<file path="config.mk">
export PLATFORM = sky130hd
export DESIGN_NAME = vecCompareTop
export DESIGN_NICKNAME = d
export VERILOG_FILES = /design/src/rtl/vecCmpPkg.sv /design/src/rtl/thermEncoder.sv /design/src/rtl/laneCell.sv /design/src/rtl/cmpDatapath.sv /design/src/rtl/cmpControl.sv /design/src/rtl/vecCompareTop.sv
export SDC_FILE = /design/constraint.sdc
export NUM_CORES = 1
export LEC_CHECK = 0
export ABC_CLOCK_PERIOD_IN_PS = 4750
export CAP_MARGIN = 20
export CORE_MARGIN = 3
export CORE_UTILIZATION = 50
export DETAILED_ROUTE_END_ITERATION = 10
export DONT_BUFFER_PORTS = 1
export SYNTH_ARGS = -nofsm -noshare
export SYNTH_HDL_FRONTEND = slang
export SYNTH_SLANG_ARGS = --single-unit
</file>
<file path="constraint.sdc">
create_clock -name clk -period 4.75 [get_ports clk]
set_input_delay 0.95 -clock clk [delete_from_list [all_inputs] [get_ports clk]]
set_output_delay 0.95 -clock clk [all_outputs]
set_load 0.05 [all_outputs]
</file>
<file path="src/rtl/vecCmpPkg.sv">
package vecCmpPkg;

  // Strobes from the sequencer to the lane datapath.
  typedef struct packed {
    logic wrAllow;   // element writes may be taken this cycle
    logic capture;   // latch scalar and clear the running flags
    logic merge;     // fold the selected chunk into the running flags
    logic commit;    // load result registers (coincides with last merge)
  } cmpStrobes_t;

endpackage

</file>
<file path="src/rtl/thermEncoder.sv">
module thermEncoder #(
  parameter int CHUNK_W = 4,
  localparam int CODE_W = (1 << CHUNK_W) - 1
) (
  input  logic [CHUNK_W-1:0] value,
  output logic [CODE_W-1:0]  code
);
  // code[i] is 1 for every position below the value
  always_comb begin
    for (int i = 0; i < CODE_W; i++) begin
      code[i] = (i < int'(value));
    end
  end
endmodule

</file>
<file path="src/rtl/laneCell.sv">
module laneCell
  import vecCmpPkg::*;
#(
  parameter int ELEM_W = 8,
  parameter int CHUNKS = 2,
  localparam int CHUNK_W = ELEM_W / CHUNKS,
  localparam int CODE_W = (1 << CHUNK_W) - 1,
  localparam int CNT_W = (CHUNKS > 1) ? $clog2(CHUNKS) : 1
) (
  input  logic              clk,
  input  logic              rst_n,
  input  logic              laneWr,
  input  logic [ELEM_W-1:0] wrData,
  input  logic [ELEM_W-1:0] scalarQ,
  input  logic [CNT_W-1:0]  chunkSel,
  input  cmpStrobes_t       strobes,
  output logic              gtRes,
  output logic              eqRes,
  output logic              ltRes
);
  logic [CODE_W-1:0] codeStore [CHUNKS];
  logic [CODE_W-1:0] codeIn    [CHUNKS];

  // One encoder per chunk of the incoming binary element
  for (genvar c = 0; c < CHUNKS; c++) begin : g_enc
    thermEncoder #(.CHUNK_W(CHUNK_W)) u_enc (
      .value(wrData[c*CHUNK_W +: CHUNK_W]),
      .code (codeIn[c])
    );

    always_ff @(posedge clk or negedge rst_n) begin
      if (!rst_n) begin
        codeStore[c] <= '0;
      end else if (laneWr) begin
        codeStore[c] <= codeIn[c];
      end
    end
  end

  // Chunk lookup: a single bit picked by the scalar chunk
  logic [CODE_W:0]    codeExt;
  logic [CHUNK_W-1:0] sChunk;
  logic [CHUNK_W-1:0] sBelow;
  logic               gtChunk;
  logic               eqChunk;
  logic               atOrAbove;

  always_comb begin
    codeExt   = {1'b0, codeStore[chunkSel]};
    sChunk    = scalarQ[chunkSel*CHUNK_W +: CHUNK_W];
    sBelow    = sChunk - 1'b1;
    gtChunk   = codeExt[sChunk];
    atOrAbove = (sChunk == '0) ? 1'b1 : codeExt[sBelow];
    eqChunk   = atOrAbove & ~gtChunk;
  end

  // Running merge from the least significant chunk upward
  logic gtAcc, eqAcc;
  logic gtNext, eqNext;

  always_comb begin
    gtNext = gtChunk | (eqChunk & gtAcc);
    eqNext = eqChunk & eqAcc;
  end

  always_ff @(posedge clk or negedge rst_n) begin
    if (!rst_n) begin
      gtAcc <= 1'b0;
      eqAcc <= 1'b1;
    end else if (strobes.capture) begin
      gtAcc <= 1'b0;
      eqAcc <= 1'b1;
    end else if (strobes.merge) begin
      gtAcc <= gtNext;
      eqAcc <= eqNext;
    end
  end

  always_ff @(posedge clk or negedge rst_n) begin
    if (!rst_n) begin
      gtRes <= 1'b0;
      eqRes <= 1'b0;
      ltRes <= 1'b0;
    end else if (strobes.commit) begin
      gtRes <= gtNext;
      eqRes <= eqNext;
      ltRes <= ~gtNext & ~eqNext;
    end
  end
endmodule

</file>
<file path="src/rtl/cmpDatapath.sv">
module cmpDatapath
  import vecCmpPkg::*;
#(
  parameter int LANES = 16,
  parameter int ELEM_W = 8,
  parameter int CHUNKS = 2,
  localparam int IDX_W = (LANES > 1) ? $clog2(LANES) : 1,
  localparam int CNT_W = (CHUNKS > 1) ? $clog2(CHUNKS) : 1
) (
  input  logic              clk,
  input  logic              rst_n,
  input  logic              wrEn,
  input  logic [IDX_W-1:0]  wrIdx,
  input  logic [ELEM_W-1:0] wrData,
  input  logic [ELEM_W-1:0] startScalar,
  input  logic [CNT_W-1:0]  chunkSel,
  input  cmpStrobes_t       strobes,
  output logic [LANES-1:0]  gtVec,
  output logic [LANES-1:0]  eqVec,
  output logic [LANES-1:0]  ltVec
);
  logic [ELEM_W-1:0] scalarQ;

  always_ff @(posedge clk or negedge rst_n) begin
    if (!rst_n) begin
      scalarQ <= '0;
    end else if (strobes.capture) begin
      scalarQ <= startScalar;
    end
  end

  for (genvar i = 0; i < LANES; i++) begin : g_lane
    logic laneWr;
    assign laneWr = wrEn & strobes.wrAllow & (wrIdx == IDX_W'(i));

    laneCell #(.ELEM_W(ELEM_W), .CHUNKS(CHUNKS)) u_lane (
      .clk     (clk),
      .rst_n   (rst_n),
      .laneWr  (laneWr),
      .wrData  (wrData),
      .scalarQ (scalarQ),
      .chunkSel(chunkSel),
      .strobes (strobes),
      .gtRes   (gtVec[i]),
      .eqRes   (eqVec[i]),
      .ltRes   (ltVec[i])
    );
  end
endmodule

</file>
<file path="src/rtl/cmpControl.sv">
module cmpControl
  import vecCmpPkg::*;
#(
  parameter int CHUNKS = 2,
  localparam int CNT_W = (CHUNKS > 1) ? $clog2(CHUNKS) : 1,
  localparam logic [CNT_W-1:0] LAST = CNT_W'(CHUNKS - 1)
) (
  input  logic             clk,
  input  logic             rst_n,
  input  logic             startValid,
  output logic             startReady,
  output logic             done,
  output logic [CNT_W-1:0] chunkSel,
  output cmpStrobes_t      strobes
);
  typedef enum logic {ST_IDLE, ST_RUN} ctlState_t;

  ctlState_t        state;
  logic [CNT_W-1:0] chunkCnt;
  logic             lastStep;

  assign lastStep   = (state == ST_RUN) && (chunkCnt == LAST);
  assign startReady = (state == ST_IDLE);
  assign chunkSel   = chunkCnt;

  always_comb begin
    strobes         = '0;
    strobes.wrAllow = (state == ST_IDLE);
    strobes.capture = (state == ST_IDLE) && startValid;
    strobes.merge   = (state == ST_RUN);
    strobes.commit  = lastStep;
  end

  always_ff @(posedge clk or negedge rst_n) begin
    if (!rst_n) begin
      state    <= ST_IDLE;
      chunkCnt <= '0;
      done     <= 1'b0;
    end else begin
      done <= lastStep;
      case (state)
        ST_IDLE: begin
          if (startValid) begin
            state    <= ST_RUN;
            chunkCnt <= '0;
          end
        end
        ST_RUN: begin
          if (lastStep) begin
            state    <= ST_IDLE;
            chunkCnt <= '0;
          end else begin
            chunkCnt <= chunkCnt + 1'b1;
          end
        end
        default: state <= ST_IDLE;
      endcase
    end
  end
endmodule

</file>
<file path="src/rtl/vecCompareTop.sv">
module vecCompareTop
  import vecCmpPkg::*;
#(
  parameter int LANES = 16,
  parameter int ELEM_W = 8,
  parameter int CHUNKS = 2,
  localparam int IDX_W = (LANES > 1) ? $clog2(LANES) : 1,
  localparam int CNT_W = (CHUNKS > 1) ? $clog2(CHUNKS) : 1
) (
  input  logic              clk,
  input  logic              rst_n,
  input  logic              wrEn,
  input  logic [IDX_W-1:0]  wrIdx,
  input  logic [ELEM_W-1:0] wrData,
  input  logic              startValid,
  input  logic [ELEM_W-1:0] startScalar,
  output logic              startReady,
  output logic              done,
  output logic [LANES-1:0]  gtVec,
  output logic [LANES-1:0]  eqVec,
  output logic [LANES-1:0]  ltVec
);
  initial begin
    if (ELEM_W % CHUNKS != 0) $error("element width must divide by chunk count");
  end

  cmpStrobes_t      strobes;
  logic [CNT_W-1:0] chunkSel;

  cmpControl #(.CHUNKS(CHUNKS)) u_ctl (
    .clk       (clk),
    .rst_n     (rst_n),
    .startValid(startValid),
    .startReady(startReady),
    .done      (done),
    .chunkSel  (chunkSel),
    .strobes   (strobes)
  );

  cmpDatapath #(.LANES(LANES), .ELEM_W(ELEM_W), .CHUNKS(CHUNKS)) u_dp (
    .clk        (clk),
    .rst_n      (rst_n),
    .wrEn       (wrEn),
    .wrIdx      (wrIdx),
    .wrData     (wrData),
    .startScalar(startScalar),
    .chunkSel   (chunkSel),
    .strobes    (strobes),
    .gtVec      (gtVec),
    .eqVec      (eqVec),
    .ltVec      (ltVec)
  );
endmodule

</file>
==> impl_metrics.json <==
{
  "yosys_warnings": 0,
  "cp_max_fo": 49,
  "max_stage_delay_ns": 0.88,
  "initial_core_util_pct": 51.02,
  "cts_tree": "built",
  "drt.antenna.violating_nets": 0,
  "r2r-start": "u_ctl.chunkSel$_DFFE_PN0P_",
  "r2r-end": "u_dp.g_lane[15].u_lane.eqRes$_DFFE_PN0P_",
  "fin_nets": 2900,
  "ctsHoldBuffers": 0,
  "post-route-period-util_pct": 80.28,
  "ff2ff_setup_slack_ns": 0.94,
  "cts_max_level": 3,
  "hold_violations": 0,
  "vdd_ir_drop_max_v": 0.0007905,
  "cp_cell_sequence": "buf_4 > buf_4 > and2_1 > a22oi_1 > a21oi_1 > o31ai_2 > or2_1 > a32o_1",
  "end_kind": "flip-flop",
  "maxSlewHeadroom_pct": -89.76,
  "cp.arrival_ns": 4.30,
  "place_congestion": 0.8743,
  "die_w_um": 252.8,
  "drt_iter0_drc": 2614,
  "vias": 23490,
  "drc": 0,
  "p_clk_share_pct": 18.0,
  "io_buffers": 0,
  "crit_path_top_delay_cell": "and2_1",
  "clk_path_buf_depth": 3,
  "postSynth.asyncResetShare_pct": 100.0,
  "coreArea_um2": 59690,
  "ctsResizeCount": 0,
  "rsz0062_at_grt": "no",
  "cts_root_buffer": "clkbuf_16",
  "post-cts-setup-buffers": 0,
  "synthDistinctLibCells": 63,
  "required_ns": 5.23,
  "cellLeakagePower_nw": 14.50,
  "grt_usage_pct": 30.56,
  "p_int_mw": 15.28,
  "ys_seq_area_share_pct": 46.98,
  "synth_flop_cell": "dfrtp_1",
  "synth_area_um2": 30450,
  "startpoint_type": "flip-flop",
  "wire_per_inst_um": 26.44,
  "syn_area_per_cell_um2": 9.978,
  "antenna_found_initial": 4,
  "synthCells": 3052,
  "clkLatencyLatePin_ns": 0.60,
  "place_area_um2": 30580,
  "drt-total-wl_um": 97630,
  "outcome": "finished with violations",
  "first_global_vias": 22600,
  "dieArea_um2": 63910,
  "nFillCells": 5252,
  "fin_setup_tns_ns": 0,
  "stdcell_area_um2": 32810,
  "switching_share_pct": 46.07,
  "setup_ws_ns": 0.9365,
  "dpl_worst_slack_ns": 1.051,
  "total_power_mw": 28.32,
  "rr_worst_depth": 8,
  "max_freq_mhz": 262.2,
  "violations": "max-slew violations",
  "clkTransAtPathRegs_ns": 0.06,
  "power_density_nw_per_um2": 863.3,
  "hold_class": "input port to async pin",
  "final-max-slew-violation-count": 416,
  "period_needed_ns": 3.813,
  "ys_ff_latch": 571,
  "switchingPower_mw": 13.05,
  "critPathKind": "flip-flop to flip-flop",
  "drive_gt1_share_pct": 12.33,
  "cts_sinks": 571,
  "grt_max_degree": 572,
  "crit_path_frequent_cell": "buf_4",
  "die_h_um": 252.8,
  "grt_pass1_wl_um": 145800,
  "overflow": 0,
  "antennaDiodeCount": 0,
  "pwr-share-seq_pct": 31.9,
  "cts_made_buffers": 67,
  "max_cap_violations": 0,
  "areaGrowthSynthToFinish_pct": 7.732,
  "first_pass_iters": 6,
  "hpwl_um": 60870,
  "via_per_inst": 6.363,
  "p_comb_share_pct": 50.1,
  "pin_count": 74,
  "rows": 89,
  "setup_viol": 0,
  "synth_edf_count": 0,
  "synth_nets": 3078,
  "skew_ns": 0.01483,
  "worstMarginPinSlew_ns": 2.846
}
## area by class of cell
cell class	count	area (um^2)	area share, %
flip-flops and latches	571	14330	43.67
inverters	9	36.28	0.1106
repair buffers	73	638.1	1.945
multi-input cells	2152	14680	44.75
well taps	773	967.2	2.948
clock inverters	13	115.1	0.3508
clock buffers	101	2042	6.224
## power by group through the flow
| stage | Sequential (mW) | Combinational (mW) | Clock (mW) |
|---|---|---|---|
| floorplan | 7.77 | 10.8 | 0 |
| global placement | 8.98 | 13.6 | 0 |
| detailed placement | 9.08 | 13.8 | 0 |
| CTS | 9.00 | 13.9 | 5.18 |
| global route | 9.26 | 15.1 | 5.39 |
| finish | 9.03 | 14.2 | 5.11 |
## worst max-delay path, delay by kind of cell (launching register included)
family / cells / cell delay, ns
buffers and inverters: 2 / 1.17
AO/OA/AOI/OAI: 4 / 0.83
AND/OR/NAND/NOR: 2 / 1.13
flip-flops: 1 / 0.47
## synthesized netlist by cell type (6+ instances only)
| library cell | number | area, um^2 |
|---|---|---|
| o2111a_1 | 15 | 168.9 |
| dfrtp_1 | 555 | 13890 |
| a21oi_1 | 42 | 210.2 |
| and3_1 | 19 | 118.9 |
| a32o_1 | 15 | 150.1 |
| o211ai_1 | 20 | 150.1 |
| nor2b_1 | 7 | 43.79 |
| mux2i_1 | 391 | 3914 |
| nand2b_1 | 6 | 37.54 |
| a22o_1 | 15 | 131.4 |
| a31oi_1 | 16 | 100.1 |
| nand2_1 | 616 | 2312 |
| mux4_2 | 84 | 1892 |
| buf_2 | 47 | 235.2 |
| nor4bb_1 | 14 | 140.1 |
| a22oi_1 | 30 | 225.2 |
| dfstp_2 | 16 | 420.4 |
| nand3_1 | 38 | 190.2 |
| mux2_2 | 36 | 405.4 |
| or3_1 | 15 | 93.84 |
| o21ai_1 | 13 | 65.06 |
| nand4_1 | 18 | 112.6 |
| buf_4 | 66 | 495.5 |
| o21ai_0 | 506 | 2532 |
| clkbuf_1 | 189 | 709.4 |
| o221a_1 | 15 | 168.9 |
| nor3_1 | 40 | 200.2 |
| and2_1 | 20 | 125.1 |
| o31ai_2 | 13 | 162.7 |
| o22ai_1 | 29 | 181.4 |
| buf_6 | 6 | 67.56 |
| nor2_1 | 59 | 221.5 |
| inv_1 | 6 | 22.52 |
| buf_1 | 12 | 45.04 |
| or2_1 | 15 | 93.84 |
## cell usage in the layout (no fill, tap or decap), drive strengths merged, types with 14 or more instances in the layout
| cell type | netlist | layout |
|---|---|---|
| nand4 | 18 | 18 |
| or3 | 15 | 15 |
| or2 | 18 | 18 |
| nor3 | 40 | 40 |
| a21oi | 42 | 42 |
| and3 | 19 | 19 |
| o31ai | 17 | 17 |
| o22ai | 29 | 29 |
| a22oi | 30 | 30 |
| dfstp | 16 | 16 |
| o211ai | 21 | 21 |
| mux2 | 37 | 37 |
| nand2 | 616 | 616 |
| mux4 | 84 | 84 |
| a31oi | 16 | 16 |
| nand3 | 38 | 38 |
| nor2 | 59 | 59 |
| mux2i | 392 | 392 |
| o221a | 15 | 15 |
| clkbuf | 189 | 101 |
| buf | 131 | 73 |
| o21ai | 519 | 519 |
| nor4bb | 14 | 14 |
| a32o | 15 | 15 |
| a22o | 15 | 15 |
| dfrtp | 555 | 555 |
| and2 | 20 | 20 |
| o2111a | 15 | 15 |
## metal layers
metal	GRT usage, %	vias up	part of all wire (%)
met5	0	-	0.013
met4	9.870	2	3.0
met1	42.85	11730	43
li1	-	10530	-
met2	45.43	1038	43
met3	9.573	185	11
## stage by stage
step,std cells,utilization [%],hold slack [ns]
floorplan,3052,-,0.4496
global placement,3575,51.23,0.4785
detailed placement,3575,51.23,0.4843
CTS,3689,54.84,0.02450
global route,3692,54.97,0.03017
finish,3692,54.97,0.04878
## how the worst max path moves through the flow
stage	start	endpoint	slack [ns]	cells past startpoint
after global routing	u_ctl.chunkSel$_DFFE_PN0P_	u_dp.g_lane[15].u_lane.eqRes$_DFFE_PN0P_	0.84	8
after global placement	u_ctl.chunkSel$_DFFE_PN0P_	u_dp.g_lane[13].u_lane.eqRes$_DFFE_PN0P_	0.97	8
after detailed placement	u_ctl.chunkSel$_DFFE_PN0P_	u_dp.g_lane[15].u_lane.eqRes$_DFFE_PN0P_	1.05	8
after CTS	u_ctl.chunkSel$_DFFE_PN0P_	u_dp.g_lane[15].u_lane.eqRes$_DFFE_PN0P_	1.03	8
final	u_ctl.chunkSel$_DFFE_PN0P_	u_dp.g_lane[15].u_lane.eqRes$_DFFE_PN0P_	0.94	8
after floorplan	u_ctl.chunkSel$_DFFE_PN0P_	u_dp.g_lane[4].u_lane.eqRes$_DFFE_PN0P_	1.02	13
## logic make-up (layout without fill, tap and decap cells)
logic type / Yosys count / after routing / synth area share, %
xor+xnor: 3 / 3 / 0.08629
buf+inv: 329 / 196 / 5.218
compound gates: 751 / 751 / 14.58
simple gates: 883 / 883 / 12.53
flops: 571 / 571 / 46.98
mux: 513 / 513 / 20.52
fa+ha+maj: 2 / 2 / 0.08216
## registers in the layout (all words and copies together), names as in the netlist
signal	flops
u_dp.g_lane.u_lane.codeStore	480
u_dp.g_lane.u_lane.eqAcc	16
u_dp.g_lane.u_lane.eqRes	16
u_dp.g_lane.u_lane.gtAcc	16
u_dp.g_lane.u_lane.gtRes	16
u_dp.g_lane.u_lane.ltRes	16
u_dp.scalarQ	8
u_ctl.chunkSel	1
u_ctl.done	1
u_ctl.state	1
Power figures use the tool's default switching activity.
